## src/rtl/tpc_pkg.sv

```systemverilog
package tpc_pkg;

    // divide-by-two state plus the previous synchronized sample
    typedef struct packed {
        logic ck_prev;
        logic q;
    } tgl_state_t;

    // registered activity of the two phases, active high internally
    typedef struct packed {
        logic ph1;
        logic ph2;
    } phase_pair_t;

    // phase selection from the clock level and the divide-by-two state
    function automatic phase_pair_t gate_phases(input logic ck_hi, input logic q);
        phase_pair_t r;
        r.ph1 = ck_hi & q;
        r.ph2 = ck_hi & ~q;
        return r;
    endfunction

endpackage

```

## src/rtl/tpc_sync.sv

```systemverilog
module tpc_sync #(
    parameter int STAGES = 2
) (
    input  logic clk,
    input  logic rst,
    input  logic async_i,
    output logic sync_o
);
    localparam int LAST = STAGES - 1;

    logic [STAGES-1:0] sh_d, sh_q;

    always_comb begin
        sh_d    = sh_q << 1;
        sh_d[0] = async_i;
        if (rst) sh_d = '0;
    end

    always_ff @(posedge clk) begin
        sh_q <= sh_d;
    end

    assign sync_o = sh_q[LAST];
endmodule

```

## src/rtl/tpc_toggle.sv

```systemverilog
module tpc_toggle
    import tpc_pkg::*;
(
    input  logic clk,
    input  logic rst,
    input  logic ck_s,
    output logic q_o,
    output logic fall_o
);
    tgl_state_t st_d, st_q;
    logic       fall;

    always_comb begin
        fall       = st_q.ck_prev & ~ck_s;
        st_d       = st_q;
        st_d.ck_prev = ck_s;
        st_d.q     = st_q.q ^ fall;
        if (rst) st_d = '0;
    end

    always_ff @(posedge clk) begin
        st_q <= st_d;
    end

    assign q_o    = st_q.q;
    assign fall_o = fall;
endmodule

```

## src/rtl/tpc_phase_out.sv

```systemverilog
module tpc_phase_out
    import tpc_pkg::*;
#(
    parameter bit ACTIVE_LOW = 1'b1
) (
    input  logic clk,
    input  logic rst,
    input  logic ck_s,
    input  logic q,
    output logic phi1,
    output logic phi2,
    output logic phi1_pos,
    output logic phi2_pos
);
    phase_pair_t act_d, act_q;

    always_comb begin
        act_d = gate_phases(ck_s, q);
        if (rst) act_d = '0;
    end

    always_ff @(posedge clk) begin
        act_q <= act_d;
    end

    generate
        if (ACTIVE_LOW) begin : g_low
            assign phi1 = ~act_q.ph1;
            assign phi2 = ~act_q.ph2;
        end else begin : g_high
            assign phi1 = act_q.ph1;
            assign phi2 = act_q.ph2;
        end
    endgenerate

    assign phi1_pos = act_q.ph1;
    assign phi2_pos = act_q.ph2;
endmodule

```

## src/rtl/twophase_clkgen.sv

```systemverilog
module twophase_clkgen #(
    parameter int SYNC_STAGES = 2,
    parameter bit ACTIVE_LOW  = 1'b1
) (
    input  logic clk,
    input  logic rst,
    input  logic ck_in,
    output logic phi1,
    output logic phi2,
    output logic phi1_pos,
    output logic phi2_pos,
    output logic tgl_q
);
    logic ck_s;
    logic q;
    logic fall_unused;

    tpc_sync #(.STAGES(SYNC_STAGES)) u_sync (
        .clk     (clk),
        .rst     (rst),
        .async_i (ck_in),
        .sync_o  (ck_s)
    );

    tpc_toggle u_toggle (
        .clk    (clk),
        .rst    (rst),
        .ck_s   (ck_s),
        .q_o    (q),
        .fall_o (fall_unused)
    );

    tpc_phase_out #(.ACTIVE_LOW(ACTIVE_LOW)) u_out (
        .clk      (clk),
        .rst      (rst),
        .ck_s     (ck_s),
        .q        (q),
        .phi1     (phi1),
        .phi2     (phi2),
        .phi1_pos (phi1_pos),
        .phi2_pos (phi2_pos)
    );

    assign tgl_q = q;
endmodule

```

## config.mk

```make
export PLATFORM = sky130hd
export DESIGN_NAME = twophase_clkgen
export DESIGN_NICKNAME = d
export VERILOG_FILES = /design/src/rtl/tpc_pkg.sv /design/src/rtl/tpc_sync.sv /design/src/rtl/tpc_toggle.sv /design/src/rtl/tpc_phase_out.sv /design/src/rtl/twophase_clkgen.sv
export SDC_FILE = /design/constraint.sdc
export NUM_CORES = 1
export LEC_CHECK = 0
export BUFFER_PORTS_ARGS = -buffer_cell sky130_fd_sc_hd__buf_2
export CORE_AREA = 8 8 45 47
export DETAILED_ROUTE_END_ITERATION = 8
export DIE_AREA = 0 0 53 55
export PLACE_DENSITY = 0.38
export SLEW_MARGIN = 20
export SYNTH_ARGS = -nofsm -noshare
export SYNTH_HDL_FRONTEND = slang
export SYNTH_HIERARCHICAL = 1
export SYNTH_SLANG_ARGS = --single-unit
```

## constraint.sdc

```tcl
create_clock -name clk -period 1.4 [get_ports clk]
set_input_delay 0.07 -clock clk [delete_from_list [all_inputs] [get_ports clk]]
set_output_delay 0.07 -clock clk [all_outputs]
set_load 0.01 [all_outputs]
```

==> flow_summary.yaml, run 1 <==
status:
  outcome: "finished clean"
global_routing:
  grt_pass1_wl_um: 517
  antenna_found_initial: 0
  overflow: 0
  track_usage: 0.02790
  grt_max_degree: 8
  grt_pass1_vias: 141
routing:
  drtIter0Drc: 0
  wire_per_inst_um: 7.767
  drc: 0
  num_vias: 141
  post_drt_via_cell_ratio: 3.279
  dr.pass1.iters: 1
  finalWirelength_um: 334
  ant_nets: 0
synthesis:
  synth_cell_types: 8
  postSynthAreaPerCell_um2: 12.14
  yosys.area.top_type: "dfxtp_1"
  ys_top_cells_by_count: "dfxtp_1, nor2b_1, inv_1"
  netlist_top_cells_area: "dfxtp_1, nor2b_1, mux2_4"
  synth_edf_count: 0
  ys_ff_latch: 6
  synth_nets: 20
  seq_area_frac_synth: 0.5818
  syn_area_um2: 206.4
  synth_most_common_cell: "dfxtp_1"
  netlist_instances: 17
  synth-main-ff-cell: "dfxtp_1"
  yosysTopAreaCellShare: 0.5818
  ys.warnings.count: 6
  async_flop_share: 0
cts:
  cts_buffers: 3
  cts_setup_buffers: 0
  path_clk_slew_ns: 0.04
  cts_tree: "built"
  cts_buffer_depth: 2
  cts_max_level: 1
  cts_resized: 0
  worstSkewPairLatency_ns: 0.24
  cts.sinks: 6
  postCtsHoldBufs: 0
  root_buffer: "clkbuf_4"
worst_hold_path:
  hp-start: "ck_in"
  min_path_type: "in2reg"
setup_path:
  critical_path_arrival_ns: 0.99
  reg2reg_to: "u_toggle/q_o"
  cp.required_ns: 1.52
  cp_max_fo: 4
  critPathLaunch: "u_sync/sh_q[1]"
  r2r_slack_ns: 0.53
  reg2reg_depth: 2
  critPathLaunchType: "flip-flop"
  crit_end: "u_toggle/q_o"
  end_kind: "flip-flop"
  reg2reg_from: "u_sync/sh_q[1]"
  crit_type: "reg2reg"
placement:
  post-place-ws_ns: 0.5392
  routabilityCongestion: 0.6224
  portBuffers: 7
  dp_cells: 40
timing:
  worst_pin_slew_ns: 0.1680
  max_freq_mhz: 1153
  tns_ns: 0
  slew_viol_final: 0
  setup_violations: 0
  slew_headroom: 0.8879
  fin_crit_sh: 0.6194
  min_period_ns: 0.8672
  finalHoldViolCount: 0
  skew_ns: 0.003221
  layout_setup_ws_ns: 0.5328
  rsz0062_at_grt: "false"
floorplan:
  start_util: 0.1492
  fp.dieW_um: 53
  ios: 8
  core_mm2: 0.001384
  fp.dieH_um: 55
  die-area_mm2: 0.002915
  num_rows: 14
final_layout:
  antenna_cells: 0
  filler_cell_count: 151
  area_delta_synth_final_pct: 37.58
  drive_above_1_share: 0.4815
  final_nets: 32
  final_cell_count_no_fill: 43
flow_run:
  maxCapViolCount: 0
power:
  ir_drop_uv: 504.9
  leakagePower_uw: 0.0001255
  power.density_mw_per_mm2: 1238
[critical path: stages, from the launching register on]
cell	delay [ns]
dfxtp_1	0.34
nor2b_4	0.12
mux2_4	0.29
[flip-flops by register name, summed over array words and instances (netlist names)]
name / flops
u_sync/sh_q: 2
u_out/phi1_pos: 1
u_out/phi2_pos: 1
u_toggle/q_o: 1
u_toggle/st_q: 1
[worst min path at each step]
| stage | end | depth (start not counted) |
|---|---|---|
| after floorplan | u_out/phi2_pos | 1 |
| after detailed placement | u_sync/sh_q[0] | 2 |
| after global placement | u_sync/sh_q[0] | 2 |
| after global routing | u_sync/sh_q[0] | 2 |
| final | u_sync/sh_q[0] | 2 |
| after CTS | u_sync/sh_q[0] | 2 |
[where the power goes]
part           switching, uW  internal, uW
Combinational           7.46          10.1
Sequential              3.52           177
Clock                   57.0          96.6
[area by class of cell]
cell class                      instances  area (um^2)  area share
Tap cell                               16        20.02     0.07048
Timing Repair Buffer                    7        35.03      0.1233
Multi-Input combinational cell          9        78.83      0.2775
Clock buffer                            3        22.52     0.07930
Sequential cell                         6        120.1      0.4229
Inverter                                2        7.507     0.02643
[metal layers]
layer	part of all wire	global-route usage	routed length [um]	vias to the layer above
met4	0	0	0	0
met1	0.43	0.02287	143	59
met3	0.26	0.04813	86	0
met5	0	0	0	-
met2	0.31	0.03516	105	10
li1	-	-	-	72
[cell usage in the layout (no fill, tap or decap)]
cell type,synthesis,routed
nor2b_1,4,4
clkbuf_4,0,3
buf_2,0,7
nor2b_4,1,1
and3b_1,1,1
nor3b_2,1,1
inv_1,2,2
dfxtp_1,6,6
nor2_1,1,1
mux2_4,1,1
[per-stage QoR]
| step | total power (uW) | util | instance area (um^2) | hold WS [ns] |
|---|---|---|---|---|
| 4_1_cts | 361.0 | 0.2052 | 284.0 | 0.04044 |
| 6_report | 351.6 | 0.2052 | 284.0 | 0.04685 |
| 3_5_place_dp | 201.3 | 0.1890 | 261.5 | 0.2956 |
| 2_1_floorplan | 192.4 | - | 206.4 | 0.1407 |
| 5_1_grt | 369.8 | 0.2052 | 284.0 | 0.06458 |
| 3_3_place_gp | 200.8 | 0.1890 | 261.5 | 0.2847 |
[cells by family after synthesis]
| logic type | count (synthesis) | share of synthesized area |
|---|---|---|
| AND/OR/NAND/NOR | 8 | 0.3090 |
| flip-flops | 6 | 0.5818 |
| multiplexers | 1 | 0.07271 |
| buffers and inverters | 2 | 0.03638 |
No activity file was read; power rests on OpenSTA's default activity.
==> run 2: changes to the inputs <==
clock period = 0.83 ns   (was 1.4 ns; I/O delays follow)
==> run 2 against run 1 <==
The run now ends with setup timing left. Global-route usage increased by 0.60 points. Critical path depth unchanged. Register-to-register slack got worse by 0.54 ns. Maximum frequency increased by 4.1%. Non-clock buffer count increased by 3. Largest power group unchanged. Highest routed layer is now met4.
==> flow_summary.yaml, run 2 (synthesis gave the netlist of run 1 again) <==
status:
  outcome: "finished, violations left"
  violations: "setup timing"
routing:
  post_drt_via_cell_ratio: 3.391
  dr.pass1.iters: 1
  wire_per_inst_um: 7.978
  ant_nets: 0
  finalWirelength_um: 367
  drtIter0Drc: 0
  drc: 0
  num_vias: 156
floorplan:
  fp.dieW_um: 53
  start_util: 0.1492
  die-area_mm2: 0.002915
  core_mm2: 0.001384
  num_rows: 14
  fp.dieH_um: 55
  ios: 8
final_layout:
  drive_above_1_share: 0.6000
  final_cell_mix: "buf_2, dfxtp_1, nor2b_1, clkbuf_4"
  top_register: "u_sync/sh_q"
  largest_register_ffs: 2
  postLayoutCellArea_um2: 319.1
  multi_input_area_um2: 78.83
  area_delta_synth_final_pct: 54.55
  filler_cell_count: 155
  layout.cells.most_common: "buf_2"
  regArea_um2: 122.6
  final_nets: 35
  antenna_cells: 0
timing:
  tns_ns: -0.002812
  layout_setup_ws_ns: -0.002812
  rsz0062_at_grt: "true"
  min_period_ns: 0.8328
  finalHoldViolCount: 0
  skew_ns: 0.004594
  slew_headroom: 0.9186
  max_freq_mhz: 1201
  setup_violations: 1
  slew_viol_final: 0
  worst_pin_slew_ns: 0.1221
  fin_crit_sh: 1.003
power:
  power.density_mw_per_mm2: 1897
  leakagePower_uw: 0.0001439
  ir_drop_uv: 761.2
  totalPowerFinal_uw: 605.2
cts:
  cts.sinks: 6
  cts_buffer_depth: 2
  cts_tree: "built"
  path_clk_slew_ns: 0.05
  postCtsHoldBufs: 0
  worstSkewPairLatency_ns: 0.24
  root_buffer: "clkbuf_4"
  cts_buffers: 3
  cts_max_level: 1
global_routing:
  grt_max_degree: 8
  grt_pass1_vias: 158
  overflow: 0
  track_usage: 0.03392
  antenna_found_initial: 0
  grt_pass1_wl_um: 634
placement:
  portBuffers: 7
  dpl_cell_area_um2: 279.0
  routabilityCongestion: 0.6295
  post-place-ws_ns: -0.01172
worst_hold_path:
  hp-start: "ck_in"
  hold_depth: 2
  min_path_type: "in2reg"
  min_to: "u_sync/sh_q[0]"
flow_run:
  maxCapViolCount: 0
setup_path:
  cp_max_fo: 1
  cp.required_ns: 0.96
  reg2reg_from: "u_toggle/st_q[1]"
  end_kind: "flip-flop"
  critPathLaunchType: "flip-flop"
  r2r_slack_ns: -0.003
  reg2reg_depth: 2
  crit_type: "reg2reg"
  critical_path_arrival_ns: 0.96
  reg2reg_to: "u_toggle/q_o"
[run 2: layer usage]
metal / wire length (um) / vias to the layer above / track usage
li1: - / 78 / -
met3: 68 / 2 / 0.04011
met4: 4 / 0 / 0.03879
met5: 0 / - / 0
met2: 130 / 8 / 0.03320
met1: 163 / 68 / 0.03201
[run 2: worst max-delay path: stages, from the launching register on]
cell	delay, ns
dfxtp_1	0.30
nor2b_4	0.13
mux2_4	0.29
[run 2: layout make-up]
cell class | count | share of cell area
Clock buffer | 3 | 0.07059
Inverter | 2 | 0.02353
Multi-Input combinational cell | 9 | 0.2471
Tap cell | 16 | 0.06275
Timing Repair Buffer | 10 | 0.2118
Sequential cell | 6 | 0.3843
[run 2: worst max-delay path by stage]
stage	start	to	slack (ns)	depth (start not counted)
global route	u_toggle/q_o	tgl_q	-0.03	2
finish	u_toggle/st_q[1]	u_toggle/q_o	-0.003	2
CTS	u_toggle/q_o	tgl_q	-0.01	2
global placement	u_toggle/st_q[1]	u_toggle/q_o	-0.005	2
detailed placement	u_toggle/st_q[1]	u_toggle/q_o	-0.01	2
floorplan	u_toggle/q_o	u_toggle/q_o	0.004	2
[run 2: report_power, final]
part / switching, uW / total [uW] / internal, uW
Sequential: 4.53 / 304 / 299
Combinational: 15.5 / 41.5 / 25.9
Clock: 97.1 / 260 / 163
[run 2: timing repair]
item,4_1_cts,5_1_grt
endpoints found under the setup margin,2,2
gates cloned,0,0
buffers inserted,1,0
resized for setup,2,0
[run 2: stage by stage]
stage / std cells / hold slack (ns) / util
finish: 46 / 0.01746 / 0.2306
global route: 46 / 0.01947 / 0.2306
CTS: 46 / 0.01236 / 0.2306
detailed placement: 42 / 0.2630 / 0.2016
global placement: 42 / 0.2608 / 0.2016
floorplan: 17 / 0.1057 / -
==> run 3: changes to the inputs <==
GPL_TIMING_DRIVEN = 0   (was unset)
SKIP_CTS_REPAIR_TIMING = 1   (was unset)
==> run 3 against run 2 <==
The flow still finishes with violations (setup timing). Final cell count decreased by 6.5%. Utilization decreased by 2.4 points. Worst hold slack got worse by 0.013 ns.
==> flow_summary.yaml, run 3 (synthesis gave the netlist of run 1 again) <==
status:
  outcome: "finished, violations left"
  violations: "setup timing"
cts:
  cts.sinks: 6
  cts_max_level: 1
  cts_buffers: 3
  worstSkewPairLatency_ns: 0.24
  cts_buffer_depth: 2
  cts_tree: "built"
  root_buffer: "clkbuf_4"
  path_clk_slew_ns: 0.05
timing:
  min_period_ns: 0.8489
  rsz0062_at_grt: "true"
  worst_pin_slew_ns: 0.1172
  fin_crit_sh: 1.023
  layout_setup_ws_ns: -0.01894
  skew_ns: 0.0009252
  max_freq_mhz: 1178
  slew_viol_final: 0
  setup_violations: 1
  finalHoldViolCount: 0
  slew_headroom: 0.9219
routing:
  drc: 0
  dr.pass1.iters: 1
  post_drt_via_cell_ratio: 3.395
  num_vias: 146
  drtIter0Drc: 0
  ant_nets: 0
  wire_per_inst_um: 8.302
  finalWirelength_um: 357
placement:
  portBuffers: 7
  routabilityCongestion: 0.6002
  dpl_cell_area_um2: 264.0
  post-place-ws_ns: -0.01005
setup_path:
  critPathLaunchType: "flip-flop"
  end_kind: "flip-flop"
  critical_path_arrival_ns: 0.98
  reg2reg_depth: 2
  cp_slowest_cell: "dfxtp_2"
  crit_type: "reg2reg"
  cp.required_ns: 0.96
  crit_chain: "nor2b_4 -> mux2_4"
  max_stage_delay_ns: 0.34
  cp_max_fo: 4
global_routing:
  track_usage: 0.03176
  grt_pass1_wl_um: 552
  overflow: 0
  antenna_found_initial: 0
  grt_pass1_vias: 130
  grt_max_degree: 8
final_layout:
  filler_cell_count: 157
  layout.cells.most_common: "buf_2"
  area_delta_synth_final_pct: 38.79
  drive_above_1_share: 0.5556
  postLayoutCellArea_um2: 286.5
  regArea_um2: 122.6
  final_nets: 32
  final_cell_mix: "buf_2, dfxtp_1, nor2b_1, clkbuf_4"
  multi_input_area_um2: 78.83
  top_register: "u_sync/sh_q"
  antenna_cells: 0
  largest_register_ffs: 2
worst_hold_path:
  hold_depth: 2
  min_path_type: "in2reg"
floorplan:
  start_util: 0.1492
  die-area_mm2: 0.002915
  num_rows: 14
  ios: 8
  fp.dieW_um: 53
  core_mm2: 0.001384
  fp.dieH_um: 55
power:
  power.density_mw_per_mm2: 2129
  leakagePower_uw: 0.0001263
  ir_drop_uv: 423.9
  totalPowerFinal_uw: 610.0
flow_run:
  maxCapViolCount: 0
==> run 3: area by class of cell <==
cell class | count | share of cell area
Multi-Input combinational cell | 9 | 0.2751
Clock buffer | 3 | 0.07860
Sequential cell | 6 | 0.4279
Tap cell | 16 | 0.06987
Inverter | 2 | 0.02620
Timing Repair Buffer | 7 | 0.1223
==> run 3: worst paths after layout <==
kind	endpoint	from	slack, ns
max	u_toggle/q_o	u_sync/sh_q[1]	-0.02
max reg2reg	u_toggle/q_o	u_sync/sh_q[1]	-0.02
min	u_sync/sh_q[0]	ck_in	0.005
min reg2reg	u_sync/sh_q[1]	u_sync/sh_q[0]	0.44
==> run 3: worst max-delay path, delay by kind of cell, from the launching register on <==
kind             cells  cell delay, ns
multiplexers         1            0.29
flip-flops           1            0.34
AND/OR/NAND/NOR      1            0.11
==> run 3: metrics by stage <==
step / hold slack [ns] / utilization / TNS (ns) / instances
detailed placement: 0.2565 / 0.1908 / -0.01005 / 40
floorplan: 0.1057 / - / 0 / 17
global route: 0.006987 / 0.2071 / -0.03553 / 43
CTS: -0.004740 / 0.2071 / -0.02178 / 43
finish: 0.004728 / 0.2071 / -0.01894 / 43
global placement: 0.2610 / 0.1908 / -0.004379 / 40
==> run 3: per-layer routing <==
| layer | routed length (um) | up-vias | global-route usage |
|---|---|---|---|
| li1 | - | 73 | - |
| met1 | 152 | 65 | 0.02599 |
| met2 | 122 | 8 | 0.02734 |
| met3 | 81 | 0 | 0.04813 |
| met4 | 0 | 0 | 0.03879 |
| met5 | 0 | - | 0 |
==> run 3: where the power goes <==
part           switching [uW]  leakage [uW]  internal (uW)
logic                    12.3     0.0000627           17.1
registers                5.88     0.0000499            299
clock network             112     0.0000138            164
